[src/rtl/hcr_pkg.sv]
package hcr_pkg;
  localparam int REG_W    = 8;
  localparam int POS_RUN  = 7;
  localparam int POS_MEM  = 6;
  localparam int POS_IEN  = 5;
  localparam int POS_WDT  = 4;
  localparam int POS_HIRQ = 2;
  localparam int POS_CIRQ = 0;

  typedef struct packed {
    logic run;
    logic mem_en;
    logic int_en;
    logic wd_stat;
    logic host_flag;
    logic card_flag;
  } ctrl_view_t;

  // Assemble the host-visible byte; unlisted positions read as zero.
  function automatic logic [REG_W-1:0] pack_view(input ctrl_view_t v);
    logic [REG_W-1:0] b;
    b           = '0;
    b[POS_RUN]  = v.run;
    b[POS_MEM]  = v.mem_en;
    b[POS_IEN]  = v.int_en;
    b[POS_WDT]  = v.wd_stat;
    b[POS_HIRQ] = v.host_flag;
    b[POS_CIRQ] = v.card_flag;
    return b;
  endfunction
endpackage

[src/rtl/hcr_flag.sv]
// Single doorbell flag; a set strobe beats a clear strobe in the same cycle.
module hcr_flag (
  input  logic clk,
  input  logic rst_n,
  input  logic set_i,
  input  logic clr_i,
  output logic flag_o
);
  logic flag_q;
  logic flag_d;

  always_comb begin
    flag_d = flag_q;
    if (clr_i) flag_d = 1'b0;
    if (set_i) flag_d = 1'b1;
  end

  always_ff @(posedge clk or negedge rst_n) begin
    if (!rst_n) flag_q <= 1'b0;
    else        flag_q <= flag_d;
  end

  assign flag_o = flag_q;
endmodule

[src/rtl/hcr_run_ctrl.sv]
// Run bit, latched watchdog status and minimum halt-hold timer.
module hcr_run_ctrl #(
  parameter int HALT_MIN_CYCLES = 10000
) (
  input  logic clk,
  input  logic rst_n,
  input  logic wr_en_i,
  input  logic wr_run_i,
  input  logic wdog_expired_i,
  output logic run_o,
  output logic wd_latched_o,
  output logic hold_busy_o,
  output logic halt_o
);
  localparam int CW = $clog2(HALT_MIN_CYCLES + 1);
  localparam logic [CW-1:0] CNT_END = CW'(HALT_MIN_CYCLES);

  logic          run_q, run_d;
  logic          wd_q, wd_d;
  logic [CW-1:0] cnt_q, cnt_d;
  logic          cnt_en;
  logic          run_falls;
  logic          hold_busy;

  assign hold_busy = (cnt_q != CNT_END);
  assign run_falls = run_q & ~run_d;

  always_comb begin
    run_d = run_q;
    if (wr_en_i) run_d = wr_run_i;
  end

  // Status latches only while running and is wiped when run drops.
  always_comb begin
    wd_d = (wd_q | (wdog_expired_i & run_q)) & run_d;
  end

  assign cnt_en = run_falls | hold_busy;

  always_comb begin
    cnt_d = cnt_q;
    if (run_falls)      cnt_d = '0;
    else if (hold_busy) cnt_d = cnt_q + 1'b1;
  end

  always_ff @(posedge clk or negedge rst_n) begin
    if (!rst_n) begin
      run_q <= 1'b0;
      wd_q  <= 1'b0;
    end else begin
      run_q <= run_d;
      wd_q  <= wd_d;
    end
  end

  always_ff @(posedge clk or negedge rst_n) begin
    if (!rst_n)      cnt_q <= '0;
    else if (cnt_en) cnt_q <= cnt_d;
  end

  assign run_o        = run_q;
  assign wd_latched_o = wd_q;
  assign hold_busy_o  = hold_busy;
  assign halt_o       = ~run_q | wd_q | hold_busy;
endmodule

[src/rtl/hcr_irq_pin.sv]
// Gates the host-bound flag with the enable and applies pin polarity.
module hcr_irq_pin (
  input  logic flag_i,
  input  logic enable_i,
  input  logic active_high_i,
  output logic pin_o
);
  logic asserted;
  assign asserted = flag_i & enable_i;
  assign pin_o    = active_high_i ? asserted : ~asserted;
endmodule

[src/rtl/hostcard_ctrl_reg.sv]
module hostcard_ctrl_reg
  import hcr_pkg::*;
#(
  parameter int HALT_MIN_CYCLES = 10000
) (
  input  logic             clk,
  input  logic             rst_n,
  input  logic             host_wr_en,
  input  logic [REG_W-1:0] host_wr_data,
  output logic [REG_W-1:0] host_rd_data,
  input  logic             irq_active_high,
  output logic             host_irq_pin,
  input  logic             card_raise_host_irq,
  input  logic             card_ack_card_irq,
  output logic             card_irq,
  input  logic             wdog_expired,
  output logic             cpu_halt,
  output logic             mem_decode_en,
  output logic             led_force_red
);
  logic       mem_q, mem_d;
  logic       ien_q, ien_d;
  logic       run, wd_latched, hold_busy, halt;
  logic       host_flag, card_flag;
  logic       host_ack, host_raise;
  ctrl_view_t view;

  always_comb begin
    mem_d = mem_q;
    ien_d = ien_q;
    if (host_wr_en) begin
      mem_d = host_wr_data[POS_MEM];
      ien_d = host_wr_data[POS_IEN];
    end
  end

  always_ff @(posedge clk or negedge rst_n) begin
    if (!rst_n) begin
      mem_q <= 1'b0;
      ien_q <= 1'b0;
    end else begin
      mem_q <= mem_d;
      ien_q <= ien_d;
    end
  end

  hcr_run_ctrl #(.HALT_MIN_CYCLES(HALT_MIN_CYCLES)) u_run (
    .clk            (clk),
    .rst_n          (rst_n),
    .wr_en_i        (host_wr_en),
    .wr_run_i       (host_wr_data[POS_RUN]),
    .wdog_expired_i (wdog_expired),
    .run_o          (run),
    .wd_latched_o   (wd_latched),
    .hold_busy_o    (hold_busy),
    .halt_o         (halt)
  );

  assign host_ack   = host_wr_en & host_wr_data[POS_HIRQ];
  assign host_raise = host_wr_en & host_wr_data[POS_CIRQ];

  hcr_flag u_to_host (
    .clk    (clk),
    .rst_n  (rst_n),
    .set_i  (card_raise_host_irq),
    .clr_i  (host_ack),
    .flag_o (host_flag)
  );

  hcr_flag u_to_card (
    .clk    (clk),
    .rst_n  (rst_n),
    .set_i  (host_raise),
    .clr_i  (card_ack_card_irq),
    .flag_o (card_flag)
  );

  hcr_irq_pin u_pin (
    .flag_i        (host_flag),
    .enable_i      (ien_q),
    .active_high_i (irq_active_high),
    .pin_o         (host_irq_pin)
  );

  always_comb begin
    view.run       = run;
    view.mem_en    = mem_q;
    view.int_en    = ien_q;
    view.wd_stat   = wd_latched | (run & hold_busy);
    view.host_flag = host_flag;
    view.card_flag = card_flag;
  end

  assign host_rd_data  = pack_view(view);
  assign card_irq      = card_flag;
  assign cpu_halt      = halt;
  assign led_force_red = halt;
  assign mem_decode_en = mem_q;
endmodule

[config.mk]
export PLATFORM = sky130hd
export DESIGN_NAME = hostcard_ctrl_reg
export DESIGN_NICKNAME = d
export VERILOG_FILES = /design/src/rtl/hcr_pkg.sv /design/src/rtl/hcr_flag.sv /design/src/rtl/hcr_run_ctrl.sv /design/src/rtl/hcr_irq_pin.sv /design/src/rtl/hostcard_ctrl_reg.sv
export SDC_FILE = /design/constraint.sdc
export NUM_CORES = 1
export LEC_CHECK = 0
export CAP_MARGIN = 15
export CORE_MARGIN = 3
export CORE_UTILIZATION = 54
export CTS_BUF_LIST = sky130_fd_sc_hd__clkbuf_4
export DETAILED_ROUTE_END_ITERATION = 8
export HOLD_SLACK_MARGIN = 0.1
export PLACE_DENSITY = 0.95
export SLEW_MARGIN = 20
export SYNTH_ARGS = -nofsm -noshare
export SYNTH_HDL_FRONTEND = slang
export SYNTH_SLANG_ARGS = --single-unit
[constraint.sdc]
create_clock -name clk -period 4.3 [get_ports clk]
set_input_delay 0.86 -clock clk [delete_from_list [all_inputs] [get_ports clk]]
set_output_delay 0.86 -clock clk [all_outputs]
set_load 0.005 [all_outputs]
* Word level (Yosys, flattened, before mapping)
Index checks and enable logic that the tools add are counted.
** Word-level totals
- Word-level logic and storage cells :: 36
- Register bits after elaboration :: 20
- Memories :: 0
- ROM bits :: 0
- Input port bits :: 15
- Output and inout bits :: 13
- Latch bits :: 0
- RAM bits :: 0
** Operators by class
- Add/subtract/negate cells :: 1
- Reduce and logical (&&, ||, !) cells :: 4
- Bitwise gates (word level) :: 15
- Muxes and demuxes :: 8
- Multipliers :: 0
- Equal/unequal tests :: 1
- Div/mod/pow operators :: 0
- Order comparisons :: 0
- Shift-type cells :: 0
** Operator list (number)
- 14-bit 2-to-1 mux :: 2
- 14-bit by 1-bit adder with 14-bit output, second input constant :: 1
- 14-bit inequality test, second input constant :: 1
- 1-bit bitwise AND :: 7
- 1-bit 2-to-1 mux :: 6
- 2-bit nonzero test :: 3
- 1-bit OR :: 5
- 1-bit inverter :: 3
- 2-bit AND reduction :: 1

* Depth between registers and ports, before layout
Gate-level depths: netlist (run 1).
- Word-level depth :: 5
- Mapped depth :: 6
- Gate-level depth less buffers :: 5

* By module
A second synthesis (run 1) with hierarchy kept.
** Unflattened totals
- Cells, all modules :: 110
- Area, all modules :: 1103.6 um^2
** Modules (own cells, without submodules)
- hcr_run_ctrl :: times used 1, area an instance 854.6 um^2, sequential area each 400.4 um^2, cells each 86
- hostcard_ctrl_reg :: times used 1, area an instance 163.9 um^2, sequential area each 50.0 um^2, cells each 16
- hcr_flag :: times used 2, area an instance 36.3 um^2, sequential area each 25.0 um^2, cells each 3
- hcr_irq_pin :: times used 1, area an instance 12.5 um^2, sequential area each 0.0 um^2, cells each 2

* Worst setup path after synthesis (run 1)
Ideal clock, no wire load.
- Kind :: register -> output
- From :: register u_run.cnt_q[2]
- To :: output port led_force_red
- Cell stages (with the launch flop) :: 5
- Arrival time :: 1.650 ns
- Buffers on the path :: 1
- Slack :: 1.790 ns
- Required time :: 3.440 ns
- Cell sequence :: dfrtp_1 or4b_4 nor4_4 nand3b_1 buf_4
** Between the ends
- Word-level cells in the longest chain between the ends :: 2
** Ends and longest elaborated chain
- start, declared :: RTL line hcr_run_ctrl.sv:20 : logic [CW-1:0] cnt_q, cnt_d;
- start signal, assigned :: RTL line hcr_run_ctrl.sv:58 : else if (cnt_en) cnt_q <= cnt_d;
- 14-bit inequality test :: RTL line hcr_run_ctrl.sv:25 : assign hold_busy = (cnt_q != CNT_END);
- 1-bit OR :: RTL line hcr_run_ctrl.sv:64 : assign halt_o = ~run_q | wd_q | hold_busy;
- end, declared :: RTL line hostcard_ctrl_reg.sv:19 : output logic led_force_red
No other way between the ends.

* Final worst setup path (run 1)
- From :: register u_run.cnt_q[6]
- To :: output port led_force_red
Same word-level chain as after synthesis.

==> results of run 1 <==
report_power, final:
group	total (uW)	internal (uW)	switching, uW	leakage, uW
logic	125	64.6	60.0	0.000273
clock network	87.9	32.7	55.2	0.0000138
registers	254	215	39.2	0.000259
total	466	312	154	0.000546
sequential cells by signal, indices dropped and copies added (netlist names):
signal and cells:
ien_q 1, u_to_card.flag_o 1, u_run.wd_latched_o 1, u_to_host.flag_o 1, mem_decode_en 1, u_run.cnt_q 14, u_run.run_o 1
cells in the mapped netlist (2+ instances only):
library cell,count
a21o_1,2
or3_1,3
dfrtp_1,20
xor2_1,3
nand2_1,11
mux2i_1,3
mux2_2,2
buf_4,8
ha_1,3
nand4_1,4
o21ai_0,6
clkbuf_1,2
or4_1,6
nor2_1,2
o31ai_1,5
nand3b_1,4
a21oi_1,8
inv_1,6
nand3_1,7
through the flow:
stage	cells	hold WS [ns]	total power, uW	utilization [%]
finish	154	0.512	466	71.8
global route	154	0.533	498	71.8
CTS	154	0.513	467	71.8
detailed placement	151	0.489	382	70.5
global placement	151	0.489	371	70.5
floorplan	114	0.473	331	-
area by class of cell:
cell class / instances / area [um2] / share of cell area, %
multi-input combinational: 78 / 523 / 39.6
clock buffer: 3 / 22.5 / 1.71
sequential: 20 / 500 / 37.9
inverter: 6 / 22.5 / 1.71
tap: 25 / 31.3 / 2.37
timing repair buffer: 22 / 220 / 16.7
worst paths after layout:
check                                  from               end  slack (ns)  depth (start not counted)
setup / recovery             u_run.cnt_q[6]     led_force_red        1.04                          4
hold / removal             u_to_host.flag_o  u_to_host.flag_o        0.51                          1
setup reg to reg             u_run.cnt_q[2]    u_run.cnt_q[9]        2.52                          3
hold reg to reg            u_to_host.flag_o  u_to_host.flag_o        0.51                          1
max in group asynchronous             rst_n    u_run.cnt_q[2]        2.69                          1
min in group asynchronous             rst_n    u_run.cnt_q[9]        1.05                          1
cell families (layout without fill, tap and decap cells):
logic type / Yosys count / in the layout / synth area share, %
other: 1 / 2 / 0.338
xor gates and xnor gates: 3 / 3 / 2.37
AOI/OAI and AO/OA: 22 / 22 / 11.7
buffers and inverters: 16 / 31 / 8.12
and+or+nand+nor: 43 / 43 / 24.2
muxes: 5 / 5 / 4.74
adders and majority gates: 3 / 3 / 3.38
DFF: 20 / 20 / 45.1
routing by layer:
layer / routed length [um] / vias to the layer above
met1: 981 / 435
met3: 82 / 4
met4: 27 / 0
met2: 1280 / 25
met5: 0 / -
li1: - / 432
==> results, run 1 <==
- The run finished with clean final reports.
- The net total in the final layout is 149.
- The clock net sink count is 20.
- The mean instance size in the synthesized netlist is just under 10 um2.
- The commonest non-fill, non-tap cell in the layout is clkdlybuf4s50_1.
- The synthesis-to-finish area growth is 18.9%.
- The layer flagged by global routing as most heavily used is met2.
- The floorplan step defined a core boundary enclosing between 1500 and 2000 um2.
- In this run the biggest area consumer among cell types represents 45.1% of the synthesized area.
- In this run the tightest slew margin relative to its limit is 39.9%.
- The count of cell types in the netlist is 27.
- The achievable frequency is ~0.31 GHz.
- Pin placement for this block handled 28 I/O pins.
- For this block, the routed nets add up to 2380 um of wire.
- The sequential share of the synthesized area is between 40% and 50%.
- Buffers inserted to repair hold after CTS numbered 0.
- The number of vias per cell is a little under 6.
- The min-delay analysis places its worst path in the category flip-flop to flip-flop.
- The via count of the first global-routing pass came to roughly 870.
- The count of standard-cell rows is 15.
- The startpoint-to-endpoint class of the critical path is flip-flop to output port.
- The congestion estimate from routability-driven global placement came to 0.805.
- The share of flip-flops with an asynchronous set or reset is 100%.
- Synthesis produced a netlist whose cell count is 113.
- After clock tree synthesis, the repair step resized 0 gates.
- For this design the ratio of total power to cell area is about 350 nW/um2.
- For this run, global-route usage on met1 was measured as 25.1%.
- OpenSTA, run right after detailed placement, puts the worst setup slack at 1.35 ns.
- The number of port buffers is 22.
- Walking the worst path, the cells encountered are or4b_4 > nor4_4 > nand3b_1 > clkdlybuf4s50_1.
- The met2 demand-to-capacity share in global routing is between 30% and 40%.
- The worst setup path is launched from a flip-flop.
- The synthesized design contains 20 register bits.
- Of the cells placed in the final design, the portion with a size suffix greater than 1 is between 6 and 7%.
- The worst path uses roughly three quarters of the clock period.
- TritonCTS built the clock tree.
- The dominant cell type by area after synthesis is dfrtp_1.
- 0 antenna diodes ended up in the layout.
- The number of setup violations in the final report is 0.
- The Yosys step of the flow raised 0 warnings.
- Setup total negative slack on the finished layout was measured at 0 ns.
- The largest single stage delay on the critical path is approximately 0.55 ns.
- The post-CTS setup buffer count is 0.
- In this run the remaining antenna-violating nets after routing total 0.
- The worst setup path is captured at an output port.
- The global-route usage over all layers is 19.6%.
- The clock passes through at most 2 buffers.
- Summing over every cut layer, the via total after detailed routing is between 800 and 900.
- Summing all non-filler instances in the final layout gives an area of approximately 1300 um2.
- The final critical path time including I/O delays and setup is 3.26 ns.
- Summed over all nets, the half-perimeter wirelength after detailed placement is 1800 um.
- Summing every instance area after synthesis gives approximately 1100 um2.
- The slowest cell on the critical path is or4b_4.
- The static leakage is approximately 0.00055 uW.
- The first detailed-routing pass ran for 4 iterations.
- The clock buffer count from CTS is 3.
- The die height is a little over 50 um.
- At the worst endpoint, the required time is 3.44 ns.
- The post-CTS clock slew at the launch and capture registers of the worst setup and hold paths is 0.11 ns.
- The library cells used most frequently in the layout, excluding fill and tap cells, are 22 x clkdlybuf4s50_1, 20 x dfrtp_1, 11 x nand2_1.
- The initial antenna violation count came to 0.
- By area the synthesized netlist is led by dfrtp_1 45%, buf_4 5.4%, or4_1 4.1%, nand2_1 3.7%, a21oi_1 3.6%.
- The cell area reported after detailed placement is about 1300 um2.
- The setup clock skew after layout is between 0.008 and 0.009 ns.
- At the later pin of the worst-skew pair, clock insertion delay measures 0.30 ns.
- The top cell family by delay on the critical path is simple AND/OR/NAND/NOR gates.
- For this run, design rule violations remaining after detail routing come to 0.
- The filler cells instantiated in the layout total ~150.
- Setup repair after global routing left no endpoint under its margin.
- After detailed routing, the average wire length per cell comes to approximately 15 um.
- The first global-routing pass estimated 3880 um of wire.
- The die area is 2640 um2.
- The peak fanout along the critical path is 8.
- The sum of buffers and inverters on the critical path is 1.
- Entering global routing, the biggest net connects 21 pins.
- The die span in x is around 50 um.
- The predominant post-synthesis flop cell is dfrtp_1.
- For the pin with the worst max-slew slack, the measured transition is 0.899 ns.
- The number of H-tree branching levels is 1.
- In the global route stage, met3 resource usage came out at a little over 4%.
- Across the VDD grid, the largest voltage drop is ~0.00029 V.
- The initial utilization of the core area, before any placement, comes to between 60 and 70%.
- The count of max-cap constraint violations is 0.
- The leftover overflow at the end of global routing is 0.
- Yosys mapped a number of flops with a built-in enable equal to 0.
- After the first detailed-routing iteration, the DRC count stood at 15.
- In this run the clock root is driven by a clkbuf_4.
- The final hold violation count is 0.
- The data arrival time at the worst-slack endpoint is approximately 2.4 ns.
- The least setup slack across all paths after layout is around 1.0 ns.
- The total count of max-transition violations in the final report is 0.
Note: power is estimated with default switching activity, not from simulation.
==> run 2: changes to the inputs <==
Settings changed: CORE_UTILIZATION 54 to 45, PLACE_DENSITY 0.95 to 0.85.
Clock period 4.3 ns to 2.9 ns, I/O delays scaled along.
==> results, run 2 (synthesis results as in run 1) <==
- The run finished with clean final reports.
- The synthesis-to-finish area growth is 24.2%.
- The maximum clock path buffer count is 2 (unchanged).
- The utilization after layout is 60.6% (-11 points).
- The data required time at the worst endpoint came to 2.32 ns (-1.12 ns).
- The least setup slack across all paths after layout is 0.111 ns (-0.926 ns).
- The number of ports placed on the die boundary is 28 (unchanged).
- The count of max-cap constraint violations is 0 (unchanged).
- The setup clock skew after layout is 0.00327 ns (-0.00534 ns).
- The delay contributed by the slowest stage of the critical path is 0.55 ns (about the same).
- The global-route usage over all layers is 16.5% (-3.0 points).
- The path class of the tightest hold or removal check is flip-flop to flip-flop.
- The number of setup violations in the final report is 0 (unchanged).
- The number of antenna repair diodes came to 0 (unchanged).
- The DRC violation count after routing was 0 (unchanged).
- The top cell family by delay on the critical path is simple AND/OR/NAND/NOR gates.
- The routed wire length is 2310 um (-2.8%).
- The clock tree from TritonCTS is yes.
- The slowest stage of the critical path is the or4b_4 cell.
- The count of standard-cell rows came to 17 (+2).
- The final critical path time including I/O delays and setup is roughly 2.8 ns.
- The clock latency on the worst-skew pair was 0.31 ns (about the same).
- By startpoint and endpoint, the worst setup path is classified as flip-flop to output port.
- The static leakage was 0.000577 uW (+5.6%).
- The first-pass GRT wire length came to 4060 um (+4.5%).
- The net total in the final layout is 155 (+4.0%).
- Traced cell by cell, the critical path runs through or4b_4 > nor4_4 > o21bai_1 > clkdlybuf4s50_1.
- The die area is 3100 um2 (+18%).
- The peak fanout along the critical path is 5 (-3).
- The routed wirelength normalized by instance count is 14.1 um (-8.7%).
- The power density relative to cell area is 517 nW/um2 (+46%).
- The hold buffer count at cts is 0 (unchanged).
- The standard cell core area is 2280 um2 (+24%).
- The category of the worst setup path launch point is a flip-flop.
- The total area of sequential cells is 502 um2 (+0.25%).
- The violation count after the first detailed-route iteration was 28 (+13).
- The initial antenna violation count was 0 (unchanged).
- The worst-case setup slack after placement is 0.244 ns (-1.11 ns).
- The fraction of final layout cells sized beyond drive strength 1 is 11.0% (+4.8 points).
- The post-CTS clock slew at the launch and capture registers of the worst setup and hold paths was 0.12 ns (about the same).
- The clock buffer count from CTS is 3 (unchanged).
- The flip-flop count of the largest register after layout is 14 (unchanged).
- The number of H-tree branching levels is 1 (unchanged).
- The sum of buffers and inverters on the critical path came to 1 (unchanged).
- The achievable frequency is about 0.36 GHz.
- The number of vias per cell was 5.59 (-4.0%).
- The largest net degree at the start of global routing is 21 (unchanged).
- The total count of max-transition violations in the final report is 0 (unchanged).
- The worst IR drop on VDD is 0.000324 V (+11%).
- The aggregate negative setup slack is 0 ns (unchanged).
- The register with the most flip-flops is u_run.cnt_q.
- The initial cell density of the core is 48.8% (-12 points).
- The count of nets left with antenna violations after detail routing came to 0 (unchanged).
- The placed cell count is 155 (+2.6%).
- The number of fill cells in the layout is 172 (+13%).
- The worst setup path is captured at an output port.
- The number of optimization iterations in the first detailed-route pass came to 4 (unchanged).
- The clock root buffer master is clkbuf_4.
- The final hold violation count came to 0 (unchanged).
- The clock net sink count was 20 (unchanged).
- The data arrival time at the worst-slack endpoint is 2.21 ns (-0.19 ns).
- The commonest non-fill, non-tap cell in the layout is clkdlybuf4s50_1.
- The headroom to the max-slew limit is 41.0% (+1.1 points).
- Setup repair after global routing left no endpoint under its margin.
- The leftover overflow at the end of global routing is 0 (unchanged).
- The placer's final routability congestion estimate is 0.716 (-11%).
- The library cells used most frequently in the layout, excluding fill and tap cells, are 20 x clkdlybuf4s50_1, 19 x dfrtp_1, 11 x nand2_1.
- The slew at the pin closest to its max-slew limit is 0.882 ns (-0.0168 ns).
- The fraction of the cycle the final worst path needs is 96.2%.
- The number of port buffers is 22 (unchanged).
- The final instance count without filler cells is 164 (+6.5%).
- The die span in x is 55.7 um (+8.4%).
- The overall power consumption is 713 uW (+53%).
- The via count of the first global-routing pass is 948 (+9.3%).
- The placed wire-length estimate came to 1640 um (-9.1%).
- The total area of multi-input combinational cells is 523 um2 (unchanged).
- The total vias in the final route is 916 (+2.2%).
- The die height is 55.7 um (+8.4%).
==> run 2: cell types whose count changed in the layout (fill, tap and decap cells not counted), sizes merged <==
cell / delta
dlymetal6s2s: +2
clkinv: +1
buf: +6
clkdlybuf4s50: -2
==> run 2: what timing repair did <==
action / in CTS / in global routing
setup endpoints to repair: 3 / 3
pin swaps: 1 / 2
gates resized for setup: 0 / 3
buffers inserted: 3 / 2
hold endpoints to repair: 0 / 0
==> run 2: path summary, 6_finish.rpt <==
kind,startpoint,endpoint,slack [ns],depth (start not counted)
setup / recovery,u_run.cnt_q[2],host_rd_data[4],0.11,4
hold / removal,u_to_host.flag_o,u_to_host.flag_o,0.53,1
setup reg to reg,u_run.cnt_q[2],u_run.cnt_q[1],1.01,5
hold reg to reg,u_to_host.flag_o,u_to_host.flag_o,0.53,1
max in group asynchronous,rst_n,u_run.cnt_q[2],1.55,1
min in group asynchronous,rst_n,u_run.cnt_q[7],0.75,1
==> run 2: worst register-to-register path: stages (launching register included) <==
cell and delay (ns):
dfrtp_2 0.46, or4b_4 0.56, nor4_4 0.35, buf_4 0.17
buf_4 0.11, mux2i_1 0.18
==> run 2: through the flow <==
stage               instance area (um2)  hold WS (ns)
finish                             1380         0.528
global route                       1380         0.565
CTS                                1360         0.526
global placement                   1310         0.493
detailed placement                 1310         0.500
floorplan                          1110         0.284
==> run 2: where the power goes <==
part	internal, uW	leakage [uW]	switching [uW]
clock network	50.3	0.0000154	92.3
registers	317	0.000258	46.2
logic	111	0.000304	96.8
==> run 2: routing by layer <==
metal	GRT usage [%]	part of all wire, %	routed length (um)
met5	0	0	0
met4	12.5	2.6	59
met3	0.696	2.1	49
met2	27.9	53	1230
met1	19.7	42	973
==> run 2: area by class of cell <==
type	instances	area share (%)
Sequential cell	20	36.4
Clock buffer	3	1.63
Tap cell	28	2.54
Timing Repair Buffer	28	19.6
Multi-Input combinational cell	78	37.9
Clock inverter	1	0.272
Inverter	6	1.63
==> run 3: changes to the inputs <==
Settings changed: SLEW_MARGIN 20 to 30.
==> results, run 3 (synthesis results as in run 1) <==
- The flow ran to the end, and the final reports show no timing, DRC or antenna violations.
- The maximum clock path buffer count is 2 (unchanged).
- The worst setup path is launched from a flip-flop.
- The count of max-cap constraint violations is 0 (unchanged).
- The final critical path time including I/O delays and setup was 2.79 ns (-0.0000150 ns).
- Clock tree synthesis selected as its root buffer the cell clkbuf_4.
- The die height is 55.7 um (unchanged).
- The DRC violation count after routing came to 0 (unchanged).
- The number of optimization iterations in the first detailed-route pass was 4 (unchanged).
- The total vias in the final route is 914 (-0.22%).
- The register-to-register setup slack came to 1.01 ns (about the same).
- The static leakage came to 0.000577 uW (about the same).
- The initial cell density of the core is 48.8% (unchanged).
- The fraction of the cycle the final worst path needs is 96.2% (about the same).
- The initial antenna violation count was 0 (unchanged).
- The fraction of final layout cells sized beyond drive strength 1 was 11.8% (+0.74 points).
- The critical path is of the flip-flop to output port type.
- The sum of buffers and inverters on the critical path came to 1 (unchanged).
- The top cell types in the final layout, fill and taps aside, are 19 x dfrtp_1, 19 x clkdlybuf4s50_1, 11 x nand2_1.
- The clock net sink count is 20 (unchanged).
- The capturing element type of the critical path is an output port.
- The achievable frequency is 0.359 GHz (about the same).
- The number of ports placed on the die boundary is 28 (unchanged).
- The path class of the tightest hold or removal check is input pin to async pin.
- The overall power consumption is 713 uW (-0.10%).
- The worst IR drop on VDD is 0.000324 V (about the same).
- The die span in x came to 55.7 um (unchanged).
- The clock tree from TritonCTS is yes.
- The power density relative to cell area came to 519 nW/um2 (+0.26%).
- The setup clock skew after layout is 0.00330 ns (+0.0000327 ns).
- The utilization after layout is 60.4% (-0.22 points).
- The number of port buffers is 22 (unchanged).
- The flip-flop count of the largest register after layout is 14 (unchanged).
- The headroom to the max-slew limit came to 54.8% (+14 points).
- The violation count after the first detailed-route iteration is 28 (unchanged).
- The total count of max-transition violations in the final report was 0 (unchanged).
- The standard cell core area came to 2280 um2 (unchanged).
- The worst hold-check slack is 0.192 ns (-0.336 ns).
- The post-CTS clock slew at the launch and capture registers of the worst setup and hold paths is 0.12 ns (about the same).
- The data required time at the worst endpoint is 2.32 ns (about the same).
- The placer's final routability congestion estimate is 0.716 (unchanged).
- The first-pass GRT wire length came to 4060 um (unchanged).
- The die area was 3100 um2 (unchanged).
- The slew at the pin closest to its max-slew limit was 0.675 ns (-0.206 ns).
- The routed wire length came to 2310 um (about the same).
- The clock latency on the worst-skew pair is 0.31 ns (about the same).
- The placed wire-length estimate is 1640 um (unchanged).
- The number of setup violations in the final report is 0 (unchanged).
- Setup repair after global routing left no endpoint under its margin.
- The number of vias per cell is 5.57 (-0.22%).
- The via count of the first global-routing pass is 948 (unchanged).
- The critical path goes through or4b_4 > nor4_4 > o21bai_1 > clkdlybuf4s50_1.
- The number of antenna repair diodes came to 0 (unchanged).
- The hold buffer count at cts is 0 (unchanged).
- u_run.cnt_q holds more flip-flops than any other register.
- Broken down by cell family, the worst path's largest delay share belongs to simple AND/OR/NAND/NOR gates.
- The count of standard-cell rows is 17 (unchanged).
- The routed wirelength normalized by instance count was 14.1 um (about the same).
- The peak fanout along the critical path was 5 (unchanged).
- The clock buffer count from CTS is 3 (unchanged).
- The number of H-tree branching levels is 1 (unchanged).
- The largest net degree at the start of global routing is 21 (unchanged).
- The delay contributed by the slowest stage of the critical path was 0.55 ns (about the same).
- The synthesis-to-finish area growth is 23.8%.
- The count of nets left with antenna violations after detail routing is 0 (unchanged).
- The largest individual stage delay along the critical path comes from the cell or4b_4.
- The leftover overflow at the end of global routing is 0 (unchanged).
- The data arrival time at the worst-slack endpoint is 2.21 ns (about the same).
- The aggregate negative setup slack is 0 ns (unchanged).
- The global-route usage over all layers is 16.5% (unchanged).
- The net total in the final layout is 155 (unchanged).
- The final hold violation count is 0 (unchanged).
run 3: cell types whose count changed in the layout (fill, tap and decap cells not counted):
| cell | previous run | this run |
|---|---|---|
| buf_2 | 0 | 1 |
| clkdlybuf4s50_1 | 20 | 19 |
run 3: final cells by class:
class	count	area [um2]
repair buffers	28	265
flip-flops and latches	20	502
inverters	6	22.5
fillers	173	902
multi-input cells	78	523
well taps	28	35.0
clock inverters	1	3.75
clock buffers	3	22.5
run 3: metal layers:
layer / share of wire, % / track usage, % / vias up
met5: 0 / 0 / -
met4: 2.6 / 12.5 / 0
met3: 2.1 / 0.696 / 6
met2: 53 / 27.9 / 18
met1: 42 / 19.7 / 445
li1: - / - / 445
run 3: what timing repair did:
item                       4_1_cts  5_1_grt
pin swaps                        1        2
buffers inserted                 3        2
setup endpoints to repair        3        3
gates resized for setup          0        3
run 3: stage by stage:
| stage | worst slack, ns | area [um2] | instances |
|---|---|---|---|
| finish | 0.111 | 1370 | 164 |
| global route | 0.0335 | 1370 | 164 |
| CTS | 0.0157 | 1360 | 162 |
| detailed placement | 0.244 | 1310 | 155 |
| global placement | 0.313 | 1310 | 155 |
| floorplan | 0.670 | 1110 | 114 |
run 3: path summary, 6_finish.rpt:
kind                                  startpoint               end  depth (start not counted)
max in group asynchronous                  rst_n    u_run.cnt_q[2]                          1
worst min-delay path                       rst_n    u_run.cnt_q[7]                          1
worst min register to register  u_to_host.flag_o  u_to_host.flag_o                          1
min in group clk                u_to_host.flag_o  u_to_host.flag_o                          1
worst max-delay path              u_run.cnt_q[2]   host_rd_data[4]                          4
worst max register to register    u_run.cnt_q[2]    u_run.cnt_q[1]                          5
run 3: worst reg2reg max path: stages, from the launching register on:
cell	delay [ns]
dfrtp_2	0.46
or4b_4	0.56
nor4_4	0.35
buf_4	0.17
buf_4	0.11
mux2i_1	0.18
run 3: power breakdown:
| group | switching, uW | leakage [uW] | internal, uW | total, uW |
|---|---|---|---|---|
| registers | 46.2 | 0.000258 | 317 | 363 |
| logic | 96.7 | 0.000304 | 111 | 207 |
| clock network | 92.4 | 0.0000154 | 50.3 | 143 |
| total | 235 | 0.000577 | 477 | 713 |
